===== config.mk =====
export PLATFORM = sky130hd
export DESIGN_NAME = regrd_adapter
export DESIGN_NICKNAME = d
export VERILOG_FILES = /design/src/rtl/regrd_pkg.sv /design/src/rtl/regrd_decode.sv /design/src/rtl/regrd_bank.sv /design/src/rtl/regrd_lanes.sv /design/src/rtl/regrd_adapter.sv
export SDC_FILE = /design/constraint.sdc
export NUM_CORES = 1
export LEC_CHECK = 0
export BUFFER_PORTS_ARGS = -buffer_cell sky130_fd_sc_hd__buf_2
export CAP_MARGIN = 15
export CORE_MARGIN = 5
export CORE_UTILIZATION = 55
export CTS_CLUSTER_DIAMETER = 60
export DETAILED_ROUTE_END_ITERATION = 16
export PLACE_DENSITY = 0.79
export RECOVER_POWER = 25
export SYNTH_ARGS = -nofsm -noshare
export SYNTH_HDL_FRONTEND = slang
export SYNTH_SLANG_ARGS = --single-unit

===== constraint.sdc =====
create_clock -name clk -period 2.54 [get_ports clk]
set_clock_uncertainty 0.15 [all_clocks]
set_input_delay 0.254 -clock clk [delete_from_list [all_inputs] [get_ports clk]]
set_output_delay 0.254 -clock clk [all_outputs]
set_load 0.1 [all_outputs]

===== src/rtl/regrd_pkg.sv =====
package regrd_pkg;
    localparam int DATA_W = 32;
    localparam int HALF_W = DATA_W / 2;

    typedef enum logic [1:0] {
        SZ_BYTE = 2'd0,
        SZ_HALF = 2'd1,
        SZ_WORD = 2'd2,
        SZ_RSVD = 2'd3
    } rd_size_e;

    typedef struct packed {
        logic              valid;
        logic              err;
        logic              mis;
        logic              pend;
        logic [DATA_W-1:0] data;
        logic [HALF_W-1:0] tail;
    } rd_state_t;
endpackage


===== src/rtl/regrd_decode.sv =====
module regrd_decode
    import regrd_pkg::*;
#(
    parameter int              ADDR_W   = 16,
    parameter logic [ADDR_W-1:0] TOP_ADDR = 16'hFBFF,
    localparam int             IDX_W    = ADDR_W - 2
) (
    input  logic [ADDR_W-1:0] addr,
    input  rd_size_e          size,
    output logic [IDX_W-1:0]  idx,
    output logic [1:0]        off,
    output logic              out_of_range,
    output logic              misaligned
);
    always_comb begin
        idx          = addr[ADDR_W-1:2];
        off          = addr[1:0];
        out_of_range = (addr > TOP_ADDR);
        unique case (size)
            SZ_BYTE: misaligned = 1'b0;
            SZ_HALF: misaligned = addr[0];
            SZ_WORD: misaligned = (addr[1:0] != 2'b00);
            default: misaligned = 1'b1;
        endcase
    end
endmodule


===== src/rtl/regrd_bank.sv =====
module regrd_bank
    import regrd_pkg::*;
#(
    parameter int IDX_W = 14
) (
    input  logic [IDX_W-1:0]  idx,
    output logic [DATA_W-1:0] word
);
    logic [7:0] lo;
    logic [7:0] hi;

    always_comb begin
        lo   = idx[7:0];
        hi   = 8'(idx >> 8) | 8'h80;
        word = {lo ^ 8'h5A, hi, ~lo, lo + 8'h11};
    end
endmodule


===== src/rtl/regrd_lanes.sv =====
module regrd_lanes
    import regrd_pkg::*;
(
    input  logic [DATA_W-1:0] word,
    input  logic [1:0]        off,
    input  rd_size_e          size,
    input  logic              wide,
    output logic [DATA_W-1:0] lane_data,
    output logic [HALF_W-1:0] lane_tail
);
    logic [7:0]        sel_byte;
    logic [HALF_W-1:0] sel_half;

    always_comb begin
        sel_byte  = word[8*(3-int'(off)) +: 8];
        sel_half  = off[1] ? word[HALF_W-1:0] : word[DATA_W-1:HALF_W];
        lane_data = '0;
        lane_tail = '0;
        unique case (size)
            SZ_BYTE: begin
                if (wide)        lane_data[8*(3-int'(off)) +: 8] = sel_byte;
                else if (off[0]) lane_data[7:0]  = sel_byte;
                else             lane_data[15:8] = sel_byte;
            end
            SZ_HALF: begin
                if (wide && !off[1]) lane_data[DATA_W-1:HALF_W] = sel_half;
                else                 lane_data[HALF_W-1:0]      = sel_half;
            end
            SZ_WORD: begin
                if (wide) begin
                    lane_data = word;
                end else begin
                    lane_data[HALF_W-1:0] = word[DATA_W-1:HALF_W];
                    lane_tail             = word[HALF_W-1:0];
                end
            end
            default: ;
        endcase
    end
endmodule


===== src/rtl/regrd_adapter.sv =====
module regrd_adapter
    import regrd_pkg::*;
#(
    parameter int                ADDR_W   = 16,
    parameter logic [ADDR_W-1:0] TOP_ADDR = 16'hFBFF
) (
    input  logic              clk,
    input  logic              rst_n,
    input  logic              wide_mode,
    input  logic              rd_stb,
    input  logic [1:0]        rd_size,
    input  logic [ADDR_W-1:0] rd_addr,
    output logic [31:0]       rd_data,
    output logic              rd_valid,
    output logic              rd_err,
    output logic              rd_misalign,
    output logic              rd_busy
);
    localparam int IDX_W = ADDR_W - 2;

    rd_size_e          size_e;
    logic [IDX_W-1:0]  reg_idx;
    logic [1:0]        byte_off;
    logic              oor;
    logic              mis;
    logic [DATA_W-1:0] reg_word;
    logic [DATA_W-1:0] lane_data;
    logic [HALF_W-1:0] lane_tail;
    rd_state_t         st_d, st_q;

    assign size_e = rd_size_e'(rd_size);

    regrd_decode #(.ADDR_W(ADDR_W), .TOP_ADDR(TOP_ADDR)) u_decode (
        .addr(rd_addr), .size(size_e), .idx(reg_idx), .off(byte_off),
        .out_of_range(oor), .misaligned(mis)
    );

    regrd_bank #(.IDX_W(IDX_W)) u_bank (
        .idx(reg_idx), .word(reg_word)
    );

    regrd_lanes u_lanes (
        .word(reg_word), .off(byte_off), .size(size_e), .wide(wide_mode),
        .lane_data(lane_data), .lane_tail(lane_tail)
    );

    always_comb begin
        st_d       = st_q;
        st_d.valid = 1'b0;
        st_d.err   = 1'b0;
        st_d.mis   = 1'b0;
        st_d.data  = '0;
        if (st_q.pend) begin
            st_d.valid = 1'b1;
            st_d.pend  = 1'b0;
            st_d.data  = {{HALF_W{1'b0}}, st_q.tail};
        end else if (rd_stb) begin
            st_d.valid = 1'b1;
            if (oor) begin
                st_d.err = 1'b1;
            end else if (mis) begin
                st_d.mis = 1'b1;
            end else begin
                st_d.data = lane_data;
                st_d.pend = !wide_mode && (size_e == SZ_WORD);
                st_d.tail = lane_tail;
            end
        end
    end

    always_ff @(posedge clk) begin
        if (!rst_n) st_q <= '0;
        else        st_q <= st_d;
    end

    assign rd_data     = st_q.data;
    assign rd_valid    = st_q.valid;
    assign rd_err      = st_q.err;
    assign rd_misalign = st_q.mis;
    assign rd_busy     = st_q.pend;

    AST_FLAGS_EXCLUSIVE: assert property (@(posedge clk) disable iff (!rst_n)
        !(rd_err && rd_misalign));
    AST_FLAG_ZERO_DATA: assert property (@(posedge clk) disable iff (!rst_n)
        (rd_err || rd_misalign) |-> (rd_valid && rd_data == '0));
    AST_ERR_ONE_CYCLE: assert property (@(posedge clk) disable iff (!rst_n)
        rd_err |=> !rd_err || $past(rd_stb));
    AST_NARROW_UPPER_ZERO: assert property (@(posedge clk) disable iff (!rst_n)
        (rd_valid && !wide_mode) |-> rd_data[31:16] == '0);
    AST_SECOND_BEAT: assert property (@(posedge clk) disable iff (!rst_n)
        rd_busy |=> (rd_valid && !rd_busy && !rd_err && !rd_misalign));
    AST_VALID_AFTER_STB: assert property (@(posedge clk) disable iff (!rst_n)
        (rd_stb && !rd_busy) |=> rd_valid);
endmodule


* Word-level counts from Yosys, hierarchy flattened *
Cells that the tools add are included.
W data, S select, Z words.

storage, ports and cells
  register bits = 52
  input bits = 22
  output and inout port bits = 36
  logic and storage cells = 54

cells by class
  add/subtract/negate cells = 3
  magnitude comparators = 1
  equal/unequal tests = 2
  shift operators = 3
  muxes and demuxes = 20
  bitwise operators = 8
  reduce and logical (&&, ||, !) cells = 10

operator list
  operator                   number
  $mux W16                   10
  $pmux W32 S3               1
  $mux W52                   1
  $mux W50                   1
  $mux W49                   1
  $neg A6 Y33                1
  $shift A8 B33 Y32 const A  1
  $shiftx A8 B33 Y32         1
  $and A32 B32 Y32           1
  $shiftx A32 B6 Y8          1
  $gt A16 B16 Y1 const B     1
  $mux W8                    2
  $add A8 B5 Y8 const B      1
  $not A8 Y8                 1
  $not A1 Y1                 5
  $reduce_or A5 Y1           1
  $not A4 Y4                 1
  $reduce_and A4 Y1          1
  $reduce_or A4 Y1           1
  $mux W1                    3
  $pmux W1 S3                1
  $reduce_or A3 Y1           1
  $sub A2 B2 Y3 const A      1
  $eq A2 B1 Y1 const B       1
  other kinds (5)            7

* Longest topological paths before layout *
Gate-level depths: netlist of run 1.

  depth in word-level cells = 10
  mapped depth = 9
  mapped depth without buffers = 7

* Cells and area by module *
Synthesis of run 1 repeated with hierarchy kept, for this count alone.

second synthesis, totals
  cell total of the unflattened synthesis = 375
  area, all modules = 3537.1 sq um

modules (own cells, without submodules)
  module         times used  cells an instance  area each (sq um)  sequential area each (sq um)
  regrd_adapter  1           188                2001.9             1041.0
  regrd_lanes    1           126                1109.8             0.0
  regrd_bank     1           39                 277.8              0.0
  regrd_decode   1           22                 147.6              0.0

* Worst setup path after synthesis of run 1 *
Ideal clock, no wire load.

  path type = register -> register
  start = register st_q (netlist bit rd_busy)
  end = register st_q (netlist bit rd_data[17])
  setup time = 0.128 ns
  arrival time = 1.895 ns
  required time = 2.262 ns
  slack = 0.367 ns
  stages on the path, launching flop included = 6
  path buffers = 1
  period minus slack after synthesis = 2.173 ns
  path through = dfxtp_1 > nor2b_1 > and2_1 > nand2_1 > clkbuf_1 > nor2_1

on the way
  cells in the longest elaborated chain, start to end = 1

ends and longest elaborated chain
  element                     line                 source
  from (decl)                 regrd_adapter.sv:29  rd_state_t st_d, st_q;
  from (signal assigned)      regrd_adapter.sv:73  else st_q <= st_d;
  $reduce_or A5 Y1 (no line)  --

Every way passes these cells.
A chain may end at the register's enable or synchronous reset.

* Worst setup path after layout of run 1 *
  start = input rd_addr[0]
  end = register st_q[4] (netlist name)

on the way
  cells in the longest elaborated chain, start to end = 4
  elaborated cells on any way between the ends = 6
  classes of those cells = order compare (1); mux (1); bitwise (2); reduce/logical (2)

ends and longest elaborated chain
  element                                                 line                 source
  from (decl)                                             regrd_adapter.sv:12  input logic [ADDR_W-1:0] rd_addr,
  branches (longest 3 deep; another with $gt A16 B16 Y1)  --
  $reduce_and A4 Y1 (no line) *                           --

Mark *: on every way between the ends.

==> impl_metrics.csv, run 1 <==
group,metric,value,unit
timing,rsz0062_at_grt,"false",
synth,yosys.area.top_type,"dfxtp_1",
floorplan,initial_utilization,0.567,
synth,yosysTopAreaCellShare,0.325,
layout,layout-drive-gt1-share,0.173,
synth,seq_area_frac_synth,0.325,
timing,worst_pin_slew,1.17,ns
floorplan,die_h,85.6,um
routing,drt-total-wl,8440,um
min_path,hold_start,"rd_stb",
floorplan,die_w,85.6,um
clock_network,post-cts-setup-buffers,0,
global_route,gr-total-overflow,0,
power,peakVddDrop,0.000206,V
job,drv_cap,0,
layout,instances_no_fill,443,
setup_path,worst-setup-path-type,"input port to flip-flop",
synth,async_flop_share,0,
clock_network,clock_latency,0.31,ns
floorplan,std_cell_rows,27,
placed_design,port_buffers,57,
clock_network,cts.path.max_buffers,2,
synth,synthTopCellsByArea,"dfxtp_1 32%, buf_4 8.8%, ha_1 6.0%",
setup_path,startpoint,"rd_addr[0]",
timing,hold_viol,0,
layout,nets,407,
setup_path,crit_family,"compound AO/OA/AOI/OAI gates",
timing,setup_viol,0,
routing,route.detailed.drc,0,
layout,fillers,506,
synth,yosysUniqueCellTypes,66,
synth,synth_most_common_cell,"dfxtp_1",
global_route,grt_pass1_wl,13600,um
floorplan,core,0.00554,mm^2
timing,min_period,2.04,ns
timing,maxSlewViolCount,0,
placed_design,dp_hpwl,6060,um
clock_network,ctsRootBufferMaster,"clkbuf_8",
timing,finalCritPeriodShare,0.803,
synth,synth-seq-cells,51,
min_path,hp-class,"input port to flip-flop",
global_route,track_usage,0.231,
timing,fmax,490,MHz
floorplan,dieArea,0.00733,mm^2
routing,drtAntennaViolNets,0,
power,p_per_area,496,mW/mm^2
floorplan,io_pins,58,
global_route,antenna_found_initial,0,
global_route,grt_max_degree,33,
routing,vias_per_cell,6.42,
routing,drt_first_pass_iters,6,
synth,synthFlopType,"dfxtp_1",
setup_path,worstPathArrival,2.14,ns
synth,synth_edf_count,0,
routing,vias,2842,
setup_path,cp_slowest_cell,"a21boi_1",
clock_network,clock-sinks,51,
layout,syn2layout_area_growth,4.26,%
timing,fin_setup_tns,0,ns
placed_design,dp_cells,435,
setup_path,cp-end-kind,"flip-flop",
setup_path,path_cells,"buf_2, inv_1, ha_1, nand2b_1, o211a_1, a21boi_1, a22o_1",
layout,n_antenna_cell,0,
synth,syn_nets,389,
setup_path,cp-start-kind,"input port",
clock_network,cts.repair.resized,0,
clock_network,cts_hold_buffers,0,
setup_path,cp.required,2.64,ns
synth,synth_common_cells,"51 x dfxtp_1, 37 x buf_4, 23 x nand2_1, 20 x nor2_1, 15 x ha_1",
clock_network,cts_made_buffers,5,
routing,avgRoutedWirePerCell,19.0,um
setup_path,crit_path_max_fanout,12,
setup_path,cp_slowest_stage_delay,0.85,ns
timing,maxSlewHeadroom,0.223,
clock_network,cts_tree,"built",
setup_path,worstReg2RegStart,"rd_busy$_SDFF_PP0_",
clock_network,htree_levels,2,
setup_path,cp_num_buf_inv,2,
clock_network,clk_pin_slew,0.09,ns
placed_design,gp_congestion,0.942,
power,p_leak,1.30,nW
synth,yosysWarnings,0,
synth,synth_cells,352,
routing,first_iter_violations,361,
synth,synth_area,0.00314,mm^2
outcome,status,"complete, no violations",
global_route,grt_pass1_vias,2672,
synth,synth_area_per_cell,8.93,um^2
[cell families (layout without fill, tap and decap cells)]
kind of cell	after synthesis	count (layout)	share of synthesized area
muxes	5	5	0.0167
buffers and inverters	67	86	0.130
and+or+nand+nor	104	104	0.190
xor gates and xnor gates	8	8	0.0223
AOI/OAI and AO/OA	102	102	0.256
DFF	51	51	0.325
adders and majority gates	15	15	0.0597
[worst paths after layout]
check                                         endpoint  slack [ns]  depth (start not counted)
worst min-delay path               rd_valid$_SDFF_PN0_        0.04                          2
worst max-delay path              st_q[4]$_SDFFE_PN0P_        0.50                          7
worst max register to register   rd_data[3]$_SDFF_PN0_        0.59                          5
worst min register to register  rd_data[14]$_SDFF_PN0_        0.32                          2
[registers in the layout, indices dropped and copies added (netlist names)]
signal	count
rd_data	32
rd_err	1
st_q	15
rd_valid	1
rd_misalign	1
rd_busy	1
[report_power, final]
group / leakage, nW / switching, mW / internal [mW]
combinational: 0.850 / 0.247 / 0.106
sequential: 0.412 / 0.00346 / 0.810
clock: 0.0422 / 0.263 / 0.194
total: 1.30 / 0.514 / 1.11
[worst register-to-register path, stage by stage (launching register included)]
cell	delay, ns
dfxtp_1	0.37
nor2b_1	0.26
and2_1	0.28
nand2_1	0.32
buf_4	0.31
a22oi_1	0.19
[cell type report]
cell class                 instances  area, um^2  area share
sequential                        51        1020       0.312
clock buffer                       7        76.3      0.0233
timing repair buffer              66         330       0.101
inverter                          12        45.0      0.0137
multi-input combinational        234        1710       0.522
clock inverter                     1        5.00     0.00153
tap                               72        90.1      0.0275
[per-stage QoR]
| step | instance area (um^2) | util | hold slack (ns) | total power [mW] | setup slack (ns) |
|---|---|---|---|---|---|
| 5_1_grt | 3280 | 0.591 | 0.0642 | 1.69 | 0.315 |
| 3_5_place_dp | 3220 | 0.582 | 0.297 | 1.18 | 0.188 |
| 6_report | 3280 | 0.591 | 0.0401 | 1.62 | 0.500 |
| 2_1_floorplan | 3140 | - | 0.183 | 1.10 | 0.367 |
| 4_1_cts | 3300 | 0.596 | 0.0449 | 1.62 | 0.511 |
| 3_3_place_gp | 3220 | 0.582 | 0.286 | 1.17 | 0.222 |
[routing by layer]
metal  share of wire  GRT usage  vias up
met5               0          0        -
met3            0.11     0.0644       25
met4           0.023     0.0921        0
li1                -          -     1308
met2            0.47      0.375      169
met1            0.40      0.289     1340
[cell usage in the layout (no fill, tap or decap), types with 7 or more instances in the layout]
| cell type | n |
|---|---|
| dfxtp_1 | 51 |
| buf_2 | 39 |
| nand2_1 | 23 |
| nor2_1 | 20 |
| clkbuf_1 | 20 |
| ha_1 | 15 |
| o21ai_0 | 12 |
| inv_1 | 11 |
| a21oi_1 | 9 |
| buf_4 | 9 |
| a22o_1 | 8 |
| nand2b_1 | 7 |
| nand3_1 | 7 |
| a222oi_1 | 7 |
Power figures use the tool's default switching activity.
==> run 2: changes to the inputs <==
CORE_UTILIZATION = 51   (was 55)
PLACE_DENSITY = 0.77   (was 0.79)
clock period = 1.8 ns   (was 2.54 ns; I/O delays follow)
==> run 2 against run 1 <==
Routed wire length up 9.3%. Die area increased by 6.9%. First-iteration DRC count is 5.0% lower. Non-clock buffer count is 46 higher. Design area rose by 16%.
==> impl_metrics.csv, run 2 (synthesis gave the netlist of run 1 again) <==
group,metric,value,unit
layout,multiInputGateArea,0.00177,mm^2
timing,min_period,1.71,ns
global_route,grt_max_degree,22,
power,power,2.70,mW
timing,final.setup.worst_slack,0.0853,ns
timing,fmax,583,MHz
setup_path,worst-setup-path-type,"input port to flip-flop",
setup_path,crit_path_max_fanout,8,
layout,seqCellArea,0.00102,mm^2
routing,vias,3051,
layout,n_antenna_cell,0,
floorplan,die_w,88.5,um
routing,drtAntennaViolNets,0,
timing,hold_viol,0,
setup_path,worstPathArrival,1.74,ns
power,power_switching,777,uW
placed_design,gp_congestion,0.972,
layout,final_cell_mix,"50 x dfxtp_1, 49 x buf_4, 37 x buf_2, 22 x nand2_1, 20 x nor2_1",
placed_design,port_buffers,57,
setup_path,cp-start-kind,"input port",
clock_network,htree_levels,2,
timing,maxSlewHeadroom,0.592,
global_route,grt_pass1_vias,2900,
power,p_leak,1.63,nW
floorplan,dieArea,0.00783,mm^2
global_route,grt_pass1_wl,14600,um
clock_network,cts.path.max_buffers,2,
layout,layout-drive-gt1-share,0.329,
placed_design,dpl_cell_area,0.00361,mm^2
layout,nets,453,
power,p_per_area,708,mW/mm^2
global_route,antenna_found_initial,0,
clock_network,clock_latency,0.31,ns
routing,avgRoutedWirePerCell,18.7,um
floorplan,die_h,88.5,um
timing,finalCritPeriodShare,0.953,
outcome,status,"complete, no violations",
layout,fillers,518,
placed_design,dp_hpwl,6980,um
placed_design,dp_slack,-0.158,ns
job,drv_cap,0,
power,power_frac_comb,0.226,
timing,worst_pin_slew,0.611,ns
floorplan,std_cell_rows,28,
layout,largest_register_ffs,32,
clock_network,cts_tree,"built",
setup_path,path_cells,"buf_2, inv_4, ha_4, and3b_1, o21ba_2, a222oi_1, o21ai_0",
setup_path,cp.required,1.83,ns
routing,drt-total-wl,9220,um
routing,drt_first_pass_iters,6,
power,power_frac_seq,0.426,
clock_network,clk_pin_slew,0.09,ns
setup_path,cp-end-kind,"flip-flop",
floorplan,io_pins,58,
timing,rsz0062_at_grt,"false",
clock_network,post-cts-setup-buffers,0,
power,p_int,1.92,mW
timing,setup_viol,0,
power,power_frac_clock,0.348,
floorplan,core,0.00596,mm^2
setup_path,cp_num_buf_inv,2,
timing,maxSlewViolCount,0,
layout,final_area,0.00381,mm^2
layout,final_common_cell,"dfxtp_1",
power,peakVddDrop,0.000494,V
setup_path,cp_slowest_stage_delay,0.44,ns
setup_path,cp_slowest_cell,"a222oi_1",
global_route,track_usage,0.242,
layout,fin_util,0.640,
min_path,hp-class,"input port to flip-flop",
power,swShare,0.288,
routing,vias_per_cell,6.20,
clock_network,clock-sinks,51,
clock_network,ctsRootBufferMaster,"clkbuf_8",
floorplan,initial_utilization,0.528,
clock_network,cts_made_buffers,5,
timing,fin_setup_tns,0,ns
layout,syn2layout_area_growth,21.3,%
routing,first_iter_violations,343,
routing,route.detailed.drc,0,
global_route,gr-total-overflow,0,
setup_path,crit_family,"compound AO/OA/AOI/OAI gates",
[run 2: area by class of cell]
cell class                 count  share of cell area
multi-input combinational    234               0.463
clock buffer                   5              0.0181
tap                           75              0.0246
sequential                    51               0.268
timing repair buffer         112               0.195
inverter                      12              0.0128
clock inverter                 3              0.0177
[run 2: power by group through the flow]
stage | logic [mW] | registers (mW) | clock network [mW]
floorplan | 0.363 | 1.19 | 0
CTS | 0.591 | 1.15 | 0.950
global placement | 0.574 | 1.17 | 0
global route | 0.647 | 1.15 | 0.988
detailed placement | 0.582 | 1.17 | 0
finish | 0.611 | 1.15 | 0.939
[run 2: layer usage]
layer | part of all wire | global-route usage
met2 | 0.47 | 0.392
met4 | 0.039 | 0.113
met3 | 0.090 | 0.0456
met1 | 0.40 | 0.311
met5 | 0 | 0
[run 2: worst paths after layout]
| kind | depth (start not counted) | slack [ns] | end | start |
|---|---|---|---|---|
| setup reg to reg | 6 | 0.10 | rd_data[29]$_SDFF_PP0_ | rd_busy$_SDFF_PP0_ |
| setup / recovery | 7 | 0.09 | rd_data[2]$_SDFF_PN0_ | rd_addr[0] |
| hold reg to reg | 1 | 0.32 | st_q[14]$_SDFFE_PN0P_ | st_q[14]$_SDFFE_PN0P_ |
| hold / removal | 2 | 0.009 | rd_valid$_SDFF_PN0_ | rst_n |
[run 2: worst reg2reg max path: stages (launching register included)]
cell     delay (ns)
dfxtp_2        0.35
nor2b_1        0.22
and2_0         0.32
nand2_1        0.15
buf_12         0.18
buf_4          0.15
a21oi_1        0.11
[run 2: through the flow]
stage	cells	hold slack, ns
CTS	492	0.00607
finish	492	0.00917
global placement	481	0.280
detailed placement	481	0.288
global route	492	0.0159
floorplan	352	0.109
[run 2: timing repair]
item,4_1_cts,5_1_grt
endpoints found under the setup margin,0,2
endpoints found under the hold margin,4,0
hold buffers,3,0
gates resized for setup,0,10
